--- src/rtl/flash_poll_pkg.sv ---
package flash_poll_pkg;

    typedef enum logic [1:0] {
        RSP_OK      = 2'd0,
        RSP_TIMEOUT = 2'd1,
        RSP_RANGE   = 2'd2
    } rsp_e;

    typedef enum logic [3:0] {
        S_IDLE,
        S_WR_LO,
        S_WR_HI,
        S_POLL_ADDR,
        S_POLL_READ,
        S_SETTLE,
        S_FINAL_ADDR,
        S_FINAL_READ,
        S_RESP
    } state_e;

    localparam logic [15:0] UNLOCK_ADDR_A = 16'h5555;
    localparam logic [15:0] UNLOCK_ADDR_B = 16'h2AAA;
    localparam logic [7:0]  KEY_FIRST     = 8'hAA;
    localparam logic [7:0]  KEY_SECOND    = 8'h55;
    localparam logic [7:0]  CMD_PROGRAM   = 8'hA0;
    localparam logic [7:0]  CMD_ERASE_SET = 8'h80;
    localparam logic [7:0]  CMD_ERASE_GO  = 8'h30;
    localparam int          PGM_WORDS     = 4;
    localparam int          ERS_WORDS     = 6;

endpackage

--- src/rtl/fpc_cmd_table.sv ---
module fpc_cmd_table
    import flash_poll_pkg::*;
#(
    parameter int AW = 19
) (
    input  logic          erase,
    input  logic [2:0]    idx,
    input  logic [AW-1:0] tgt_addr,
    input  logic [7:0]    tgt_data,
    output logic [AW-1:0] word_addr,
    output logic [7:0]    word_data,
    output logic          word_last
);

    localparam logic [AW-1:0] ADDR_A = AW'(UNLOCK_ADDR_A);
    localparam logic [AW-1:0] ADDR_B = AW'(UNLOCK_ADDR_B);

    always_comb begin
        word_addr = ADDR_A;
        word_data = KEY_FIRST;
        word_last = 1'b0;
        if (!erase) begin
            unique case (idx)
                3'd0: begin word_addr = ADDR_A; word_data = KEY_FIRST;   end
                3'd1: begin word_addr = ADDR_B; word_data = KEY_SECOND;  end
                3'd2: begin word_addr = ADDR_A; word_data = CMD_PROGRAM; end
                default: begin
                    word_addr = tgt_addr;
                    word_data = tgt_data;
                    word_last = 1'b1;
                end
            endcase
        end else begin
            unique case (idx)
                3'd0: begin word_addr = ADDR_A; word_data = KEY_FIRST;     end
                3'd1: begin word_addr = ADDR_B; word_data = KEY_SECOND;    end
                3'd2: begin word_addr = ADDR_A; word_data = CMD_ERASE_SET; end
                3'd3: begin word_addr = ADDR_A; word_data = KEY_FIRST;     end
                3'd4: begin word_addr = ADDR_B; word_data = KEY_SECOND;    end
                default: begin
                    word_addr = tgt_addr;
                    word_data = CMD_ERASE_GO;
                    word_last = 1'b1;
                end
            endcase
        end
    end

endmodule

--- src/rtl/fpc_complete_eval.sv ---
module fpc_complete_eval (
    input  logic       toggle_mode,
    input  logic       erase,
    input  logic       want_bit7,
    input  logic       have_prev,
    input  logic       prev_bit6,
    input  logic [7:0] rd_byte,
    output logic       complete
);

    always_comb begin
        if (toggle_mode) begin
            complete = have_prev && (rd_byte[6] == prev_bit6);
        end else if (erase) begin
            complete = rd_byte[7];
        end else begin
            complete = (rd_byte[7] == want_bit7);
        end
    end

endmodule

--- src/rtl/fpc_downcount.sv ---
module fpc_downcount #(
    parameter int W = 8
) (
    input  logic         clk,
    input  logic         rst_n,
    input  logic         load,
    input  logic [W-1:0] load_val,
    input  logic         dec,
    output logic         zero
);

    logic [W-1:0] cnt_q;

    always_ff @(posedge clk or negedge rst_n) begin
        if (!rst_n) begin
            cnt_q <= '0;
        end else if (load) begin
            cnt_q <= load_val;
        end else if (dec && (cnt_q != '0)) begin
            cnt_q <= cnt_q - 1'b1;
        end
    end

    assign zero = (cnt_q == '0);

endmodule

--- src/rtl/flash_poll_ctrl.sv ---
module flash_poll_ctrl
    import flash_poll_pkg::*;
#(
    parameter int AW         = 19,
    parameter int ADDR_LIMIT = 2 ** 19,
    parameter int MAX_POLLS  = 4096,
    parameter int SETTLE_CYC = 50
) (
    input  logic          clk,
    input  logic          rst_n,
    input  logic          req_valid,
    output logic          req_ready,
    input  logic          req_erase,
    input  logic          req_toggle,
    input  logic [AW-1:0] req_addr,
    input  logic [7:0]    req_data,
    output logic          done_valid,
    output logic [1:0]    done_status,
    output logic [7:0]    done_data,
    output logic [AW-1:0] fl_addr,
    output logic [7:0]    fl_dout,
    output logic          fl_dq_oe,
    input  logic [7:0]    fl_din,
    output logic          fl_oe_n,
    output logic          fl_we_n
);

    localparam int PW = $clog2(MAX_POLLS + 1);
    localparam int SW = $clog2(SETTLE_CYC + 1);
    localparam logic [AW:0]   LIMIT_EXT  = (AW + 1)'(ADDR_LIMIT);
    localparam logic [PW-1:0] POLL_START = PW'(MAX_POLLS - 1);
    localparam logic [SW-1:0] SETL_START = SW'(SETTLE_CYC - 1);

    state_e        state_q, state_d;
    logic          erase_q, toggle_q;
    logic [AW-1:0] addr_q;
    logic [7:0]    data_q;
    logic [2:0]    idx_q;
    logic          prev6_q, have_prev_q;
    rsp_e          status_q;
    logic [7:0]    rdata_q;

    logic [AW-1:0] tbl_addr;
    logic [7:0]    tbl_data;
    logic          tbl_last;
    logic          complete;
    logic          budget_zero, settle_zero;
    logic          out_of_range;

    assign out_of_range = ({1'b0, req_addr} >= LIMIT_EXT);

    fpc_cmd_table #(.AW(AW)) u_table (
        .erase     (erase_q),
        .idx       (idx_q),
        .tgt_addr  (addr_q),
        .tgt_data  (data_q),
        .word_addr (tbl_addr),
        .word_data (tbl_data),
        .word_last (tbl_last)
    );

    fpc_complete_eval u_eval (
        .toggle_mode (toggle_q),
        .erase       (erase_q),
        .want_bit7   (data_q[7]),
        .have_prev   (have_prev_q),
        .prev_bit6   (prev6_q),
        .rd_byte     (fl_din),
        .complete    (complete)
    );

    fpc_downcount #(.W(PW)) u_budget (
        .clk      (clk),
        .rst_n    (rst_n),
        .load     (state_q == S_WR_HI && tbl_last),
        .load_val (POLL_START),
        .dec      (state_q == S_POLL_READ && !complete),
        .zero     (budget_zero)
    );

    fpc_downcount #(.W(SW)) u_settle (
        .clk      (clk),
        .rst_n    (rst_n),
        .load     (state_q == S_POLL_READ && complete),
        .load_val (SETL_START),
        .dec      (state_q == S_SETTLE),
        .zero     (settle_zero)
    );

    // state register
    always_ff @(posedge clk or negedge rst_n) begin
        if (!rst_n) begin
            state_q <= S_IDLE;
        end else begin
            state_q <= state_d;
        end
    end

    // transitions
    always_comb begin
        state_d = state_q;
        unique case (state_q)
            S_IDLE:       if (req_valid) state_d = out_of_range ? S_RESP : S_WR_LO;
            S_WR_LO:      state_d = S_WR_HI;
            S_WR_HI:      state_d = tbl_last ? S_POLL_ADDR : S_WR_LO;
            S_POLL_ADDR:  state_d = S_POLL_READ;
            S_POLL_READ: begin
                if (complete)         state_d = S_SETTLE;
                else if (budget_zero) state_d = S_RESP;
                else                  state_d = S_POLL_ADDR;
            end
            S_SETTLE:     if (settle_zero) state_d = S_FINAL_ADDR;
            S_FINAL_ADDR: state_d = S_FINAL_READ;
            S_FINAL_READ: state_d = S_RESP;
            S_RESP:       state_d = S_IDLE;
            default:      state_d = S_IDLE;
        endcase
    end

    // operation context
    always_ff @(posedge clk or negedge rst_n) begin
        if (!rst_n) begin
            erase_q     <= 1'b0;
            toggle_q    <= 1'b0;
            addr_q      <= '0;
            data_q      <= '0;
            idx_q       <= '0;
            prev6_q     <= 1'b0;
            have_prev_q <= 1'b0;
            status_q    <= RSP_OK;
            rdata_q     <= '0;
        end else begin
            unique case (state_q)
                S_IDLE: begin
                    if (req_valid) begin
                        erase_q  <= req_erase;
                        toggle_q <= req_toggle;
                        addr_q   <= req_addr;
                        data_q   <= req_data;
                        idx_q    <= '0;
                        rdata_q  <= '0;
                        status_q <= out_of_range ? RSP_RANGE : RSP_OK;
                    end
                end
                S_WR_HI: begin
                    if (tbl_last) have_prev_q <= 1'b0;
                    else          idx_q       <= idx_q + 3'd1;
                end
                S_POLL_READ: begin
                    prev6_q     <= fl_din[6];
                    have_prev_q <= 1'b1;
                    if (!complete && budget_zero) status_q <= RSP_TIMEOUT;
                end
                S_FINAL_READ: rdata_q <= fl_din;
                default: ;
            endcase
        end
    end

    // outputs
    always_comb begin
        req_ready   = (state_q == S_IDLE);
        done_valid  = (state_q == S_RESP);
        done_status = status_q;
        done_data   = rdata_q;
        fl_we_n     = 1'b1;
        fl_oe_n     = 1'b1;
        fl_dq_oe    = 1'b0;
        fl_addr     = addr_q;
        fl_dout     = '0;
        unique case (state_q)
            S_WR_LO: begin
                fl_we_n  = 1'b0;
                fl_dq_oe = 1'b1;
                fl_addr  = tbl_addr;
                fl_dout  = tbl_data;
            end
            S_WR_HI: begin
                fl_dq_oe = 1'b1;
                fl_addr  = tbl_addr;
                fl_dout  = tbl_data;
            end
            S_POLL_READ, S_FINAL_READ: fl_oe_n = 1'b0;
            default: ;
        endcase
    end

endmodule

--- config.mk ---
export PLATFORM = sky130hd
export DESIGN_NAME = flash_poll_ctrl
export DESIGN_NICKNAME = d
export VERILOG_FILES = /design/src/rtl/flash_poll_pkg.sv /design/src/rtl/fpc_cmd_table.sv /design/src/rtl/fpc_complete_eval.sv /design/src/rtl/fpc_downcount.sv /design/src/rtl/flash_poll_ctrl.sv
export SDC_FILE = /design/constraint.sdc
export NUM_CORES = 1
export LEC_CHECK = 0
export BUFFER_PORTS_ARGS = -buffer_cell sky130_fd_sc_hd__buf_2
export CAP_MARGIN = 5
export CORE_MARGIN = 2
export CORE_UTILIZATION = 49
export DETAILED_ROUTE_END_ITERATION = 10
export GPL_ROUTABILITY_DRIVEN = 0
export GPL_TIMING_DRIVEN = 1
export MAX_ROUTING_LAYER = met4
export PLACE_DENSITY = 0.82
export SYNTH_ARGS = -nofsm -noshare
export SYNTH_HDL_FRONTEND = slang
export SYNTH_SLANG_ARGS = --single-unit
--- constraint.sdc ---
create_clock -name clk -period 2.2 [get_ports clk]
set_clock_uncertainty 0.2 [all_clocks]
set_input_delay 0.44 -clock clk [delete_from_list [all_inputs] [get_ports clk]]
set_output_delay 0.44 -clock clk [all_outputs]
set_load 0.05 [all_outputs]
==> flow_summary_export.csv <==
group,metric,value,unit
yosys,ys_seq_area_frac,0.472,
setup_path,critPathLaunch,"idx_q[1]",
placed_design,dp.cells,568,
setup_path,r2r-start,"state_q[0]",
placed_design,placed_cell_area,4600,sq um
global_route,track_usage,0.344,
routing,drt-vias-per-instance,5.85,
routing,routedWlPerCell,21.0,microns
job,drv_cap,0,
final_layout,fill_cells,346,
floorplan,start_util,0.509,
clocking,cts_root_buf,"clkbuf_8",
yosys,synth_cells,362,
global_route,antenna_found_initial,0,
global_route,grt_max_degree,67,
sta,finalSetupViolations,48,
yosys,synth.largest_area_cell,"dfrtp_1",
setup_path,path_max_fanout,7,
clocking,cts.sinks,66,
floorplan,num_rows,30,
setup_path,ff2ff_path_depth,6,
outcome,violations,"negative setup slack",
yosys,synth_ff_type,"dfrtp_1",
setup_path,setup.worst_path.end_class,"output port",
global_route,grt_pass1_vias,3876,
routing,drt-pass1-iter-count,4,
setup_path,critical_path_class,"reg -> out",
yosys,yosysTopAreaCellShare,0.472,
yosys,mappedNetlistArea,3500,sq um
floorplan,die_w,88.5,microns
yosys,asyncSetResetFlopFracSynth,1.00,
routing,vias,3548,
pwr,power.density,1780,nW/um^2
floorplan,dieArea,7830,sq um
clocking,cts_buffers,9,
yosys,yosysMostFrequentCell,"dfrtp_1",
final_layout,design_area,5580,sq um
final_layout,diodes,0,
clocking,clk_latency,0.36,ns
routing,wirelength,12700,microns
setup_path,crit_end,"fl_dout[1]",
final_layout,drive_above_1_share,0.571,
pwr,p_leak,2.43,nW
final_layout,area_growth,59.5,%
outcome,status,"complete, but fails checks",
routing,first_iter_violations,253,
sta,setup_tns,-16.24,ns
floorplan,boundaryPins,82,
routing,drc,0,
yosys,ys_seq_elements,66,
sta,holdWs,0.0904,ns
setup_path,worstPathArrival,2.14,ns
pwr,worst_ir_drop_vdd,0.787,mV
final_layout,fin_cells,606,
sta,max_freq,360,MHz
placed_design,hpwl,6370,microns
sta,fin_ws,-0.579,ns
sta,tightest_slew,0.501,ns
global_route,grt_pass1_wl,19600,microns
sta,slew_violations,0,
placed_design,io_buffers,80,
routing,ant_nets,0,
worst_hold_path,worst_hold_path_type,"in -> reg",
sta,period_share,1.26,
yosys,synth_edf_count,0,
yosys,synthesis.nets,411,
sta,slew_headroom,0.664,
sta,hold_viol,0,
floorplan,core,6870,sq um
clocking,ctsHtreeMaxLevel,3,
global_route,grt_overflow,0,
sta,rsz0062_at_grt,"yes",
yosys,synth_commonest_cells,"dfrtp_1 (66), nor2_1 (48), nand2_1 (46), mux2_2 (31), o21ai_0 (20)",
floorplan,die_y,88.5,microns
yosys,synth.area.top_cells,"dfrtp_1 (47%), mux2_2 (10%), nor2_1 (5.1%)",
clocking,cts_tree,"built",
setup_path,reg2reg_to,"u_budget.cnt_q[10]",
yosys,ys_warn_count,0,
sta,min_period,2.78,ns
yosys,syn_area_per_cell,9.67,sq um
setup_path,critPathRequiredTime,1.56,ns
pwr,power.total,9.93,mW
yosys,synth_cell_types,51,
clocking,clk_pin_slew_worst_paths,0.08,ns
final_layout,final_nets,554,
setup_path,worst_setup_path_start_kind,"flop",
setup_path,r2r_setup_slack,-0.28,ns
clocking,clockBufferDepth,2,
placed cells by master, fill, tap and decap left out, drive strengths merged, types with 11 or more instances in the layout:
cell type / count
o21ai: 22
a21oi: 14
dfrtp: 66
nand3: 11
nor2: 48
nand2: 46
buf: 148
mux2: 32
inv: 15
how the worst min path moves through the flow:
stage | slack (ns) | end | depth (start not counted) | startpoint
finish | 0.09 | done_data[2] | 3 | fl_din[2]
global route | 0.10 | addr_q[3] | 2 | req_addr[3]
CTS | 0.09 | done_data[1] | 3 | fl_din[1]
detailed placement | 0.28 | prev6_q | 2 | prev6_q
global placement | 0.27 | done_status[0] | 1 | done_status[0]
floorplan | -0.06 | addr_q[0] | 0 | rst_n
logic make-up after synthesis:
| family | Yosys count | share of synthesized area |
|---|---|---|
| AOI/OAI and AO/OA | 56 | 0.101 |
| muxes | 35 | 0.112 |
| xor gates and xnor gates | 8 | 0.0200 |
| buffers and inverters | 31 | 0.0393 |
| other | 1 | 0.00107 |
| adders and majority gates | 9 | 0.0322 |
| and+or+nand+nor | 156 | 0.223 |
| DFF | 66 | 0.472 |
critical path: stages, from the launching register on:
cell and delay [ns]:
dfrtp_2 0.45, inv_2 0.12, ha_4 0.22, nor2b_2 0.24
o21ai_0 0.11, a21oi_1 0.24, a21boi_2 0.23, buf_6 0.17
per-layer routing:
metal  up-vias  share of wire  global-route usage
met5         -              0                   -
met4         0          0.071               0.209
met3        93          0.054              0.0756
met2       185           0.53               0.592
met1      1731           0.35               0.358
li1       1539              -                   -
power breakdown:
group          internal (mW)  total, mW  leakage, nW  switching [mW]
sequential              1.69       2.10        0.773           0.403
combinational           2.64       6.63         1.54            3.99
clock                  0.648       1.20        0.111           0.550
total                   4.98       9.93         2.43            4.94
flip-flops by register name, indices dropped and copies added, names as in the netlist:
name / count
u_settle.cnt_q: 6
toggle_q: 1
u_budget.cnt_q: 13
state_q: 4
idx_q: 3
prev6_q: 1
data_q: 8
done_status: 1
addr_q: 19
erase_q: 1
done_data: 8
have_prev_q: 1
per-stage QoR:
stage | utilization | setup slack, ns
detailed placement | 0.670 | -0.302
CTS | 0.788 | -0.436
global route | 0.813 | -0.615
floorplan | - | -0.392
finish | 0.813 | -0.579
global placement | 0.670 | -0.203
final cells by class:
cell class	instances	area (sq um)	area share
multi-input combinational	266	2270	0.407
inverter	13	55.1	0.00986
clock buffer	9	124	0.0222
sequential	66	1650	0.296
timing repair buffer	149	1260	0.225
tap	96	120	0.0215
clock inverter	7	98.8	0.0177
timing repair:
| action | in CTS | in global routing |
|---|---|---|
| cloned | 1 | 0 |
| hold buffers | 1 | 0 |
| setup buffers | 18 | 8 |
| setup endpoints to repair | 43 | 58 |
| pin swaps | 15 | 18 |
| gates resized for setup | 112 | 35 |
| endpoints found under the hold margin | 66 | 0 |
Note: power is estimated with default switching activity, not from simulation.
